==> src/rtl/irq_steer_pkg.sv <==
package irq_steer_pkg;
    localparam int NUM_PCI   = 4;
    localparam int NUM_AUX   = 3;
    localparam int NUM_SRC   = NUM_PCI + NUM_AUX;
    localparam int IRQ_LINES = 16;
    localparam int SEL_W     = $clog2(IRQ_LINES);
    localparam int ADDR_W    = 8;
    localparam int DATA_W    = 8;
    localparam int NUM_REGS  = 5;
    localparam logic [ADDR_W-1:0] REG_BASE = 8'h54;

    // Source order used for route vectors.
    typedef enum logic [2:0] {
        SRC_PA = 3'd0,
        SRC_PB = 3'd1,
        SRC_PC = 3'd2,
        SRC_PD = 3'd3,
        SRC_X0 = 3'd4,
        SRC_X1 = 3'd5,
        SRC_X2 = 3'd6
    } src_e;

    // Register bank slots (address = REG_BASE + slot).
    typedef enum logic [2:0] {
        SLOT_POL = 3'd0,
        SLOT_DX0 = 3'd1,
        SLOT_AB  = 3'd2,
        SLOT_CX1 = 3'd3,
        SLOT_X2  = 3'd4
    } slot_e;
endpackage

==> src/rtl/irq_sync.sv <==
module irq_sync #(
    parameter int WIDTH  = 4,
    parameter int STAGES = 2
) (
    input  logic             clk,
    input  logic             rst_n,
    input  logic [WIDTH-1:0] d,
    output logic [WIDTH-1:0] q
);
    logic [WIDTH-1:0] stage_q [STAGES];

    for (genvar s = 0; s < STAGES; s++) begin : g_stage
        always_ff @(posedge clk or negedge rst_n) begin
            if (!rst_n) begin
                stage_q[s] <= '0;
            end else begin
                if (s == 0) stage_q[s] <= d;
                else        stage_q[s] <= stage_q[(s == 0) ? 0 : s-1];
            end
        end
    end

    assign q = stage_q[STAGES-1];
endmodule

==> src/rtl/steer_regs.sv <==
module steer_regs
    import irq_steer_pkg::*;
(
    input  logic              clk,
    input  logic              rst_n,
    input  logic              we,
    input  logic [ADDR_W-1:0] addr,
    input  logic [DATA_W-1:0] wdata,
    output logic [DATA_W-1:0] rdata,
    output logic [NUM_PCI-1:0] pol_pass,
    output logic [NUM_SRC-1:0][SEL_W-1:0] route
);
    logic [DATA_W-1:0] bank_q [NUM_REGS];

    for (genvar i = 0; i < NUM_REGS; i++) begin : g_reg
        localparam logic [ADDR_W-1:0] MY_ADDR = ADDR_W'(REG_BASE + i);
        always_ff @(posedge clk or negedge rst_n) begin
            if (!rst_n)                        bank_q[i] <= '0;
            else if (we && (addr == MY_ADDR))  bank_q[i] <= wdata;
        end
    end

    always_comb begin
        rdata = '0;
        for (int i = 0; i < NUM_REGS; i++) begin
            if (addr == ADDR_W'(REG_BASE + i)) rdata = bank_q[i];
        end
    end

    // Polarity byte: bit 3 = A ... bit 0 = D.
    for (genvar p = 0; p < NUM_PCI; p++) begin : g_pol
        assign pol_pass[p] = bank_q[SLOT_POL][NUM_PCI-1-p];
    end

    assign route[SRC_PA] = bank_q[SLOT_AB][7:4];
    assign route[SRC_PB] = bank_q[SLOT_AB][3:0];
    assign route[SRC_PC] = bank_q[SLOT_CX1][7:4];
    assign route[SRC_PD] = bank_q[SLOT_DX0][7:4];
    assign route[SRC_X0] = bank_q[SLOT_DX0][3:0];
    assign route[SRC_X1] = bank_q[SLOT_CX1][3:0];
    assign route[SRC_X2] = bank_q[SLOT_X2][3:0];
endmodule

==> src/rtl/steer_decode.sv <==
module steer_decode #(
    parameter int LINES = 16,
    localparam int SW   = $clog2(LINES)
) (
    input  logic             active,
    input  logic [SW-1:0]    sel,
    output logic [LINES-1:0] hit
);
    assign hit[0] = 1'b0;
    for (genvar n = 1; n < LINES; n++) begin : g_line
        assign hit[n] = active && (sel == SW'(n));
    end
endmodule

==> src/rtl/irq_steer_router.sv <==
module irq_steer_router
    import irq_steer_pkg::*;
(
    input  logic                 clk,
    input  logic                 rst_n,
    input  logic                 cfg_we,
    input  logic [ADDR_W-1:0]    cfg_addr,
    input  logic [DATA_W-1:0]    cfg_wdata,
    output logic [DATA_W-1:0]    cfg_rdata,
    input  logic [NUM_PCI-1:0]   pci_irq_in,
    input  logic [NUM_AUX-1:0]   aux_irq_in,
    output logic [IRQ_LINES-1:0] isa_irq_out
);
    logic [NUM_SRC-1:0]            raw_sync;
    logic [NUM_SRC-1:0]            src_active;
    logic [NUM_PCI-1:0]            pol_pass;
    logic [NUM_SRC-1:0][SEL_W-1:0] route;
    logic [IRQ_LINES-1:0]          hits [NUM_SRC];

    irq_sync #(.WIDTH(NUM_SRC), .STAGES(2)) u_sync (
        .clk   (clk),
        .rst_n (rst_n),
        .d     ({aux_irq_in, pci_irq_in}),
        .q     (raw_sync)
    );

    steer_regs u_regs (
        .clk      (clk),
        .rst_n    (rst_n),
        .we       (cfg_we),
        .addr     (cfg_addr),
        .wdata    (cfg_wdata),
        .rdata    (cfg_rdata),
        .pol_pass (pol_pass),
        .route    (route)
    );

    for (genvar s = 0; s < NUM_SRC; s++) begin : g_src
        if (s < NUM_PCI) begin : g_pci
            assign src_active[s] = raw_sync[s] ^ ~pol_pass[s];
        end else begin : g_aux
            assign src_active[s] = raw_sync[s];
        end
        steer_decode #(.LINES(IRQ_LINES)) u_dec (
            .active (src_active[s]),
            .sel    (route[s]),
            .hit    (hits[s])
        );
    end

    always_comb begin
        isa_irq_out = '0;
        for (int s = 0; s < NUM_SRC; s++) isa_irq_out |= hits[s];
    end
endmodule

==> config.mk <==
export PLATFORM = sky130hd
export DESIGN_NAME = irq_steer_router
export DESIGN_NICKNAME = d
export VERILOG_FILES = /design/src/rtl/irq_steer_pkg.sv /design/src/rtl/irq_sync.sv /design/src/rtl/steer_regs.sv /design/src/rtl/steer_decode.sv /design/src/rtl/irq_steer_router.sv
export SDC_FILE = /design/constraint.sdc
export NUM_CORES = 1
export LEC_CHECK = 0
export BUFFER_PORTS_ARGS = -buffer_cell sky130_fd_sc_hd__buf_2
export CAP_MARGIN = 20
export CORE_MARGIN = 2
export CORE_UTILIZATION = 53
export DETAILED_ROUTE_END_ITERATION = 6
export GPL_ROUTABILITY_DRIVEN = 1
export HOLD_SLACK_MARGIN = 0.03
export PLACE_DENSITY_LB_ADDON = 0.15
export SYNTH_ARGS = -nofsm -noshare
export SYNTH_HDL_FRONTEND = slang
export SYNTH_HIERARCHICAL = 1
export SYNTH_SLANG_ARGS = --single-unit
==> constraint.sdc <==
create_clock -name clk -period 1.7 [get_ports clk]
set_input_delay 0.34 -clock clk [delete_from_list [all_inputs] [get_ports clk]]
set_output_delay 0.34 -clock clk [all_outputs]
set_load 0.1 [all_outputs]
==> metrics.txt <==
Switching Fraction=0.325; CTS tree=built; layout cell share with drive strength beyond 1=0.595; share of power burned in registers=0.445; root buffer cell=clkbuf_8; fin cells=between 600 and 700; CP Max Fanout=3; most area-hungry cell type in the Yosys netlist=dfrtp_1; Seq cells post-synth=between 50 and 60; Layout area overhead=54.7%; Placed Instances=between 600 and 700; failing checks=setup timing; fin area=roughly 0.0058 mm²; FF+latch area=0.00137 mm²; Post-Route WL=about 15,000 µm; clock skew=0.00376 ns; Fin Setup TNS=-11.02 ns; CTS clk-pin slew, worst paths=roughly 0.10 ns; Avg Inst Size Synth=between 8 and 9 µm²; global-route wire length before repair=approximately 21,000 µm; Initial DRC Count=around 380; global-route usage over all layers=0.378; hpwl dp=between 8000 and 9000 µm; vias in the first global route=3,838; critical path capture point type=output pin; worst vdd ir=between 0.0008 and 0.0009 V; CP required=roughly 1.4 ns; DRC=0; multi-input logic area=0.00277 mm²; post-synth cell types=31; clk buf depth=2; Initial Utilization=0.548; DR vias/cell=between 6 and 7; fin worst setup slack=-0.618 ns; RR Startpoint=u_regs/pol_pass[3]; R2R depth=3; Hold WC Path Type=input pin to register; Die X=around 88 µm; post-synthesis async set-or-reset flop share=1.00; Sw Pwr=approximately 0.0010 W; startpoint types=register; Finish-stage setup viols=23; WL per Instance=~24 µm; largest net degree at the start of global routing=55; Post-synth EDFFs=0; initial antenna violation count=1; fmax=approximately 430 MHz; final period utilization=1.36; FILL cells=roughly 350; Final nets=about 550; CTS Buf Count=5; Yosys top cell area share=0.363; Final Power=between 0.003 and 0.004 W; LEAKAGE=approximately 2.4 nW; RSZ-0062 raised after global routing=yes; hold endpoint=u_sync/stage_q[8]; die area=roughly 0.0077 mm²; core area=between 0.006 and 0.007 mm²; Top Ports=50; H-tree Lvls=2; hold path cells=1; FP Rows=30; Power Density=559 mW/mm²; R2R Path End=u_regs/pol_pass[3]; Remaining Overflow, GRT=0; max-cap check violation count=0; post-route ant nets=0; top post-synthesis cells by area=dfrtp_1, nor2_1, mux2_2; cells after synthesis=around 430; crit path kind=register to output pin; Clock Latency Late Sink=0.32 ns; hold path startpoint=pci_irq_in[1]; Synth Warn #=6; reg2reg setup slack=approximately 0.62 ns; Clock Power Share=0.280; outcome=finished, violations left; internal power=around 0.0022 W; CP arrival=roughly 2 ns; PortBufs=48; Vias=3,885; Synth Cell Area=0.00372 mm²; drt first pass iters=5; Slew Limit Fails=0; die height=a little under 90 µm; Syn Nets=between 400 and 500; part of the power in combinational logic=0.275; Tmin final=around 2.3 ns; clock tree sinks=54; ys flop type=dfrtp_1; sequential-to-total area share from yosys stat=0.363; GP Congestion=~0.93; Placed Area=around 0.0050 mm²; final hold vios=0
-- sequential cells by signal, summed over array words and instances, names as in the netlist --
register	cells
u_regs/pol_pass	4
u_sync/q	7
u_sync/stage_q	7
u_regs/bank_q	8
u_regs/route	28
-- cells in the final DEF (no fill, tap or decap), types with 4 or more instances in the layout --
| cell type | netlist | layout |
|---|---|---|
| nor2_1 | 108 | 84 |
| buf_4 | 47 | 70 |
| dfrtp_1 | 54 | 41 |
| mux2_2 | 32 | 31 |
| buf_12 | 0 | 26 |
| buf_2 | 1 | 22 |
| nor3_1 | 37 | 21 |
| nor2_2 | 2 | 18 |
| buf_6 | 0 | 18 |
| nand3b_1 | 14 | 14 |
| nor3_2 | 0 | 13 |
| nand2b_1 | 22 | 13 |
| dfrtp_2 | 0 | 13 |
| nand2_4 | 0 | 12 |
| nor4_2 | 0 | 11 |
| nand2b_4 | 0 | 9 |
| mux2_4 | 8 | 9 |
| nand2_1 | 25 | 8 |
| nor2_4 | 0 | 8 |
| a2111oi_4 | 0 | 8 |
| a21oi_1 | 8 | 8 |
| conb_1 | 7 | 7 |
| o22a_2 | 0 | 7 |
| nand2_2 | 0 | 5 |
| clkbuf_8 | 0 | 5 |
| xnor2_4 | 0 | 4 |
| or3b_4 | 0 | 4 |
| nand3_1 | 7 | 4 |
-- cell families after synthesis --
kind of cell,Yosys count,synth area share
simple gates,249,0.341
flops,54,0.363
buf+inv,54,0.102
mux,40,0.129
compound gates,24,0.0484
other cells,7,0.00706
xor+xnor,4,0.00941
-- what timing repair did --
action | 4_1_cts | 5_1_grt
hold endpoints to repair | 48 | 0
pin swaps | 23 | 20
buffers inserted | 7 | 4
hold buffers | 1 | 0
gates resized for setup | 84 | 53
endpoints found under the setup margin | 23 | 28
-- how the worst max path moves through the flow --
stage,startpoint,to,slack [ns],cells past startpoint
after floorplan,cfg_addr[7],cfg_rdata[0],-0.36,4
after global placement,cfg_addr[7],cfg_rdata[2],-0.33,7
after detailed placement,cfg_addr[7],cfg_rdata[1],-0.41,7
after CTS,u_regs/pol_pass[3],isa_irq_out[2],-0.56,7
after global routing,u_sync/q[3],isa_irq_out[7],-0.67,8
final,u_sync/q[3],isa_irq_out[7],-0.62,8
-- synth_stat cells (2+ instances only) --
master / n
nor2_1: 108
dfrtp_1: 54
buf_4: 47
nor3_1: 37
mux2_2: 32
nand2_1: 25
nand2b_1: 22
nor4_1: 16
nand3b_1: 14
a2111oi_0: 8
a21oi_1: 8
mux2_4: 8
o22a_1: 8
conb_1: 7
nand3_1: 7
or3b_1: 7
clkbuf_1: 5
xnor2_1: 4
nand4bb_1: 2
nor2_2: 2
-- power groups by stage --
stage / Combinational [W] / Sequential (W) / Clock (W)
floorplan: 0.000506 / 0.00140 / 0
global placement: 0.000729 / 0.00144 / 0
detailed placement: 0.000745 / 0.00144 / 0
CTS: 0.000820 / 0.00142 / 0.000870
global route: 0.000917 / 0.00144 / 0.000945
finish: 0.000885 / 0.00143 / 0.000901
-- metrics by stage --
step	hold WS [ns]	utilization	worst slack (ns)
3_5_place_dp	0.342	0.729	-0.406
4_1_cts	0.122	0.813	-0.559
6_report	0.118	0.848	-0.618
2_1_floorplan	0.0444	-	-0.359
5_1_grt	0.107	0.848	-0.670
3_3_place_gp	0.333	0.729	-0.331
-- area by class of cell --
cell class,count,area share
sequential,54,0.237
tap,96,0.0209
multi-input combinational,324,0.480
timing repair buffer,139,0.242
antenna,1,0.000434
clock inverter,2,0.00652
clock buffer,6,0.0126
inverter,1,0.000652
-- worst max-delay path: stages (launching register included) --
cell and delay [ns]:
dfrtp_2 0.46, xnor2_4 0.17, nand3b_1 0.18, buf_4 0.16
nor2_2 0.03, nor4_2 0.27, buf_4 0.17, nand2_4 0.05
buf_12 0.18
-- per-layer routing --
metal | routed length, µm | GRT usage | vias up | part of all wire
li1 | - | - | 1640 | -
met4 | 965 | 0.157 | 0 | 0.066
met3 | 1130 | 0.0679 | 93 | 0.077
met2 | 7400 | 0.679 | 286 | 0.50
met5 | 0 | 0 | - | 0
met1 | 5200 | 0.444 | 1866 | 0.35
Note: power is estimated with default switching activity, not from simulation.
